==> src/rtl/flash_tpc_pkg.sv <==
package flash_tpc_pkg;

  localparam int NUM_MST = 5;
  localparam int WS_W    = 3;

  localparam int MASK_LSB = 0;
  localparam int RWS_LSB  = 8;
  localparam int WWS_LSB  = 12;
  localparam int SPC_LSB  = 16;
  localparam int DPOL_LSB = 20;
  localparam int IPOL_LSB = 24;

  typedef enum logic [1:0] {
    POL_OFF   = 2'b00,
    POL_BURST = 2'b01,
    POL_RSVD  = 2'b10,
    POL_ANY   = 2'b11
  } pf_pol_e;

  typedef struct packed {
    logic [NUM_MST-1:0] mask;
    logic [WS_W-1:0]    rd_ws;
    logic [1:0]         wr_ws;
    logic [WS_W-1:0]    hold;
    logic               pipe_en;
    pf_pol_e            ipol;
    pf_pol_e            dpol;
  } timing_t;

  // Reserved codes fall back to the most conservative behaviour.
  function automatic pf_pol_e safe_pol(input logic [1:0] code);
    return (code == POL_RSVD) ? POL_OFF : pf_pol_e'(code);
  endfunction

  function automatic timing_t decode_cfg(input logic [31:0] r);
    timing_t t;
    t.mask    = r[MASK_LSB +: NUM_MST];
    t.rd_ws   = r[RWS_LSB +: WS_W];
    t.wr_ws   = (r[WWS_LSB +: 2] == 2'b00) ? 2'b11 : r[WWS_LSB +: 2];
    t.hold    = r[SPC_LSB +: WS_W];
    t.pipe_en = (r[SPC_LSB +: WS_W] != '0) && (r[SPC_LSB +: WS_W] != '1);
    t.ipol    = safe_pol(r[IPOL_LSB +: 2]);
    t.dpol    = safe_pol(r[DPOL_LSB +: 2]);
    return t;
  endfunction

endpackage

==> src/rtl/flash_tpc_cfg.sv <==
module flash_tpc_cfg
  import flash_tpc_pkg::*;
(
  input  logic        clk,
  input  logic        rst_n,
  input  logic        cfg_we,
  input  logic [31:0] cfg_wdata,
  output timing_t     eff
);

  logic [31:0] cfg_q;

  always_ff @(posedge clk or negedge rst_n) begin
    if (!rst_n)      cfg_q <= '0;
    else if (cfg_we) cfg_q <= cfg_wdata;
  end

  assign eff = decode_cfg(cfg_q);

endmodule

==> src/rtl/flash_tpc_seq.sv <==
module flash_tpc_seq #(
  parameter int ADDR_W = 32,
  parameter int CW     = 3
) (
  input  logic              clk,
  input  logic              rst_n,
  input  logic              req_valid,
  input  logic              req_write,
  input  logic [ADDR_W-1:0] req_addr,
  input  logic [CW-1:0]     rd_ws,
  input  logic [1:0]        wr_ws,
  input  logic [CW-1:0]     hold,
  input  logic              pipe_en,
  output logic              req_ready,
  output logic              acc,
  output logic              arr_rd,
  output logic              arr_wr,
  output logic [ADDR_W-1:0] arr_addr,
  output logic              rsp_valid
);

  localparam logic [CW-1:0] GAP_MAX = '1;

  logic              busy_q, wr_q, pipe_q;
  logic [CW-1:0]     cnt_q, hold_q, gap_q;
  logic [ADDR_W-1:0] addr_q;
  logic              last, spaced;
  logic [CW-1:0]     wait_sel;

  always_comb begin
    last      = busy_q && (cnt_q == '0);
    spaced    = gap_q > hold_q;
    req_ready = pipe_q ? ((!busy_q || last) && spaced) : !busy_q;
    acc       = req_valid && req_ready;
    wait_sel  = req_write ? CW'(wr_ws) : rd_ws;
  end

  // Timing settings are captured at the accept edge and hold for the access.
  always_ff @(posedge clk or negedge rst_n) begin
    if (!rst_n) begin
      busy_q <= 1'b0;
      wr_q   <= 1'b0;
      pipe_q <= 1'b0;
      cnt_q  <= '0;
      hold_q <= '0;
      gap_q  <= GAP_MAX;
      addr_q <= '0;
    end else if (acc) begin
      busy_q <= 1'b1;
      cnt_q  <= wait_sel;
      wr_q   <= req_write;
      addr_q <= req_addr;
      hold_q <= hold;
      pipe_q <= pipe_en;
      gap_q  <= CW'(1);
    end else begin
      if (last)        busy_q <= 1'b0;
      else if (busy_q) cnt_q  <= cnt_q - CW'(1);
      if (gap_q != GAP_MAX) gap_q <= gap_q + CW'(1);
    end
  end

  assign arr_rd    = busy_q && !wr_q;
  assign arr_wr    = busy_q && wr_q;
  assign arr_addr  = addr_q;
  assign rsp_valid = last;

endmodule

==> src/rtl/flash_tpc_pf.sv <==
module flash_tpc_pf
  import flash_tpc_pkg::*;
#(
  parameter int ADDR_W  = 32,
  parameter int MID_W   = 3,
  parameter int LINE_LG = 5
) (
  input  logic                      clk,
  input  logic                      rst_n,
  input  logic                      acc,
  input  logic                      req_write,
  input  logic                      req_instr,
  input  logic                      req_burst,
  input  logic [MID_W-1:0]          req_master,
  input  logic [ADDR_W-LINE_LG-1:0] req_line,
  input  logic [NUM_MST-1:0]        mask,
  input  pf_pol_e                   ipol,
  input  pf_pol_e                   dpol,
  output logic                      pf_valid,
  output logic [ADDR_W-1:0]         pf_addr
);

  localparam int LW = ADDR_W - LINE_LG;

  logic          mst_ok, pol_ok, pf_q;
  pf_pol_e       pol;
  logic [LW-1:0] line_q;

  always_comb begin
    mst_ok = 1'b0;
    for (int i = 0; i < NUM_MST; i++)
      if (req_master == MID_W'(i)) mst_ok = mask[i];
    pol    = req_instr ? ipol : dpol;
    pol_ok = (pol == POL_ANY) || ((pol == POL_BURST) && req_burst);
  end

  always_ff @(posedge clk or negedge rst_n) begin
    if (!rst_n) begin
      pf_q   <= 1'b0;
      line_q <= '0;
    end else begin
      pf_q <= acc && !req_write && mst_ok && pol_ok;
      if (acc) line_q <= req_line + LW'(1);
    end
  end

  assign pf_valid = pf_q;
  assign pf_addr  = {line_q, {LINE_LG{1'b0}}};

endmodule

==> src/rtl/flash_tpc.sv <==
module flash_tpc
  import flash_tpc_pkg::*;
#(
  parameter int ADDR_W  = 32,
  parameter int MID_W   = 3,
  parameter int LINE_LG = 5
) (
  input  logic              clk,
  input  logic              rst_n,
  input  logic              cfg_we,
  input  logic [31:0]       cfg_wdata,
  input  logic              req_valid,
  output logic              req_ready,
  input  logic [MID_W-1:0]  req_master,
  input  logic              req_write,
  input  logic              req_instr,
  input  logic              req_burst,
  input  logic [ADDR_W-1:0] req_addr,
  output logic              arr_rd,
  output logic              arr_wr,
  output logic [ADDR_W-1:0] arr_addr,
  output logic              rsp_valid,
  output logic              pf_valid,
  output logic [ADDR_W-1:0] pf_addr
);

  timing_t eff;
  logic    acc;

  flash_tpc_cfg u_cfg (
    .clk       (clk),
    .rst_n     (rst_n),
    .cfg_we    (cfg_we),
    .cfg_wdata (cfg_wdata),
    .eff       (eff)
  );

  flash_tpc_seq #(.ADDR_W(ADDR_W), .CW(WS_W)) u_seq (
    .clk       (clk),
    .rst_n     (rst_n),
    .req_valid (req_valid),
    .req_write (req_write),
    .req_addr  (req_addr),
    .rd_ws     (eff.rd_ws),
    .wr_ws     (eff.wr_ws),
    .hold      (eff.hold),
    .pipe_en   (eff.pipe_en),
    .req_ready (req_ready),
    .acc       (acc),
    .arr_rd    (arr_rd),
    .arr_wr    (arr_wr),
    .arr_addr  (arr_addr),
    .rsp_valid (rsp_valid)
  );

  flash_tpc_pf #(.ADDR_W(ADDR_W), .MID_W(MID_W), .LINE_LG(LINE_LG)) u_pf (
    .clk        (clk),
    .rst_n      (rst_n),
    .acc        (acc),
    .req_write  (req_write),
    .req_instr  (req_instr),
    .req_burst  (req_burst),
    .req_master (req_master),
    .req_line   (req_addr[ADDR_W-1:LINE_LG]),
    .mask       (eff.mask),
    .ipol       (eff.ipol),
    .dpol       (eff.dpol),
    .pf_valid   (pf_valid),
    .pf_addr    (pf_addr)
  );

endmodule

==> config.mk <==
export PLATFORM = sky130hd
export DESIGN_NAME = flash_tpc
export DESIGN_NICKNAME = d
export VERILOG_FILES = /design/src/rtl/flash_tpc_pkg.sv /design/src/rtl/flash_tpc_cfg.sv /design/src/rtl/flash_tpc_seq.sv /design/src/rtl/flash_tpc_pf.sv /design/src/rtl/flash_tpc.sv
export SDC_FILE = /design/constraint.sdc
export NUM_CORES = 1
export LEC_CHECK = 0
export BUFFER_PORTS_ARGS = -buffer_cell sky130_fd_sc_hd__buf_2
export CORE_AREA = 5 5 117 119
export DETAILED_ROUTE_END_ITERATION = 8
export DIE_AREA = 0 0 122 124
export HOLD_SLACK_MARGIN = 0.1
export SYNTH_ARGS = -nofsm -noshare
export SYNTH_HDL_FRONTEND = slang
export SYNTH_SLANG_ARGS = --single-unit
==> constraint.sdc <==
create_clock -name clk -period 3.1 [get_ports clk]
set_input_delay 0 -clock clk [delete_from_list [all_inputs] [get_ports clk]]
set_output_delay 0 -clock clk [all_outputs]
set_load 0.01 [all_outputs]
==> results.cfg <==
[route]
avgViaCountPerCell = 4.887
drcViolationCount = 0
ant_nets = 0
routedWlPerCell_um = 15.55
drt-initial-drc-count = 166
dr.pass1.iters = 4
vias = 3377
routed_wl_mm = 10.74

[sta]
hold_ws_ns = 0.1433
slew_headroom_pct = 37.04
setup_violations = 0
timing.fmax_ghz = 0.3546
fin_crit_ns = 2.820
slew_violations = 0
skew_ns = 0.005741
setup_ws_ns = 0.2801
hold_viol = 0
rsz0062_at_grt = no
max_slew.worst_pin.slew_ns = 0.9443
fin_tns_setup_ns = 0
period_share_pct = 90.96

[critical_path]
end_kind = flip-flop
path_cells = inv_1 -> ha_1 -> and3_1 -> o21ai_1 -> and3_2 -> a31oi_1 -> dlygate4sd3_1
worstPathMaxFanout = 11
worst-setup-path-type = flip-flop to flip-flop
critical_path.max_stage_delay_ns = 0.57
crit_path_top_delay_cell = dlygate4sd3_1
cp.arrival_ns = 3.05
reg2reg_setup_slack_ns = 0.28
r2r_start = u_seq.gap_q[0]
start_kind = flip-flop
timing.rr.end = u_pf.line_q[21]
cp.required_ns = 3.33
crit_buf_inv = 2
rr_worst_depth = 7
critPathTopFamily = simple AND/OR/NAND/NOR gates

[power_and_ir_drop]
switching_power_uw = 1857
ir_drop_mv = 0.3477
powerDensity_mw_per_mm2 = 917.6
seqPwrFrac_pct = 36.1
clockPowerShare_pct = 21.4
p_leak_uw = 0.002632
internal-power_uw = 3570
switching_share_pct = 34.22
pwr-share-comb_pct = 42.5

[global_routing]
grt_overflow = 0
grt_pass1_vias = 3555
grt_max_degree = 76
grtUsageTotal_pct = 15.02
grt_pass1_wl_mm = 17.76
antenna_found_initial = 0

[cts]
tritoncts = built
clk_latency_ns = 0.35
cts_made_buffers = 9
cts.sinks = 89
postCtsSetupBuffers = 0
htreeDepth = 3
clock_path_buffers = 2
root_buffer = clkbuf_16
cts.clk_slew.worst_paths_ns = 0.06

[floorplan]
core_area_mm2 = 0.01247
die_width_um = 122
start_util_pct = 34.43
io_pins = 143
chipHeight_um = 124
die_area_mm2 = 0.01513
rows = 41

[synth]
synth_ff_type = dfrtp_1
synth_area_mm2 = 0.004292
syn_area_per_cell_um2 = 12.81
synth_cells = 335
ys_seq_area_share_pct = 51.98
synth_cell_types = 46
synth_enable_flop_cells = 0
synth.ff_latch_count = 89
synthArstFlopShare_pct = 100.0
ys_warn_count = 0

[placed_design]
dp.cells = 618
dp_hpwl_mm = 7.409
pre_cts_ws_ns = 0.3729
place.gp.congestion = 0.7981
numPortBuffers = 122

[cells_and_area]
layout_common_cells = 121 x buf_2, 86 x dfrtp_1, 58 x dlygate4sd3_1, 54 x mux2_2, 25 x a31oi_1
fin_cells = 691
final_common_cell = buf_2
area_growth_pct = 37.81
antenna_cells = 0
final_nets = 597
drive_above_1_share_pct = 40.46
fill_cells = 1148

[hold_path]
hp-class = input pin to flip-flop
hold_path_end = u_pf.pf_valid
min_from = req_burst
hold_path_depth = 4

[outcome]
status = completed

[job]
cap_viol_max_count = 0
[metrics by stage]
stage | area [um^2] | utilization [%] | power (uW)
floorplan | 4307 | - | 3442
global placement | 5022 | 40.29 | 4168
detailed placement | 5022 | 40.29 | 4259
CTS | 5914 | 47.45 | 5514
global route | 5914 | 47.45 | 5831
finish | 5914 | 47.45 | 5427
[repair_timing]
item / in CTS / in global routing
hold buffers: 58 / 0
hold endpoints to repair: 151 / 0
gates resized for setup: 0 / 0
[cell usage after synthesis, types with 6 or more instances]
library cell,number,area [um^2]
a31oi_1,25,156.4
dfrtp_1,86,2152
or4_1,7,52.55
ha_1,8,100.1
xnor2_1,13,113.9
nor2_1,8,30.03
nand4_1,8,50.05
nand3_1,7,35.03
mux2i_1,6,60.06
nand2_1,10,37.54
o31ai_1,7,52.55
mux2_1,15,168.9
mux2_2,54,608.1
o21ai_0,8,40.04
inv_1,9,33.78
buf_4,10,75.07
[worst register-to-register path, delay by kind of cell (launching register included)]
family | cells | cell delay, ns
AO/OA/AOI/OAI | 2 | 0.61
flip-flops | 1 | 0.55
AND/OR/NAND/NOR | 2 | 0.65
adder cells (fa/ha/maj) | 1 | 0.28
buffers and inverters | 2 | 0.62
[routing by layer]
layer / global-route usage, % / share of wire, % / vias up / wire (um)
li1: - / - / 1587 / -
met1: 17.62 / 41 / 1678 / 4356
met2: 25.41 / 51 / 96 / 5481
met3: 4.496 / 6.4 / 16 / 688
met4: 6.863 / 2.0 / 0 / 217
met5: 0 / 0 / - / 0
[layout make-up]
type	instances	area (um^2)	share of cell area, %
Sequential cell	89	2231	37.72
Multi-Input combinational cell	220	1872	31.65
Timing Repair Buffer	186	1251	21.16
Clock buffer	12	246.5	4.168
Tap cell	172	215.2	3.639
Clock inverter	3	65.06	1.100
Inverter	9	33.78	0.5712
[power by group through the flow]
stage / combinational (uW) / clock (uW) / sequential, uW
after floorplan: 1310 / 0 / 2130
after global placement: 2210 / 0 / 1950
after detailed placement: 2280 / 0 / 1980
after CTS: 2350 / 1200 / 1970
after global routing: 2560 / 1240 / 2030
final: 2310 / 1160 / 1960
[cell families after synthesis]
kind of cell | synth area share [%]
fa+ha+maj | 2.332
simple gates | 10.90
flops | 51.98
xor+xnor | 3.265
other cells | 0.08738
buf+inv | 4.781
compound gates | 6.618
mux | 20.03
[registers in the layout, indices dropped and copies added, names as in the netlist]
register,flops
u_cfg.cfg_q,17
u_pf.line_q,27
u_pf.pf_valid,1
u_seq.arr_addr,32
u_seq.busy_q,1
u_seq.cnt_q,3
u_seq.gap_q,3
u_seq.hold_q,3
u_seq.pipe_q,1
u_seq.wr_q,1
[worst max-delay path by stage]
stage | slack, ns | start | endpoint | cells after the start
6_report | 0.28 | u_seq.gap_q[0] | u_pf.line_q[21] | 7
2_1_floorplan | 0.86 | u_seq.gap_q[0] | u_pf.line_q[10] | 8
3_3_place_gp | 0.42 | u_seq.gap_q[0] | u_pf.line_q[6] | 7
4_1_cts | 0.29 | u_seq.gap_q[0] | u_pf.line_q[21] | 7
5_1_grt | 0.15 | u_seq.gap_q[0] | u_pf.line_q[21] | 7
3_5_place_dp | 0.37 | u_seq.gap_q[0] | u_pf.line_q[3] | 7
No activity file was read; power rests on OpenSTA's default activity.
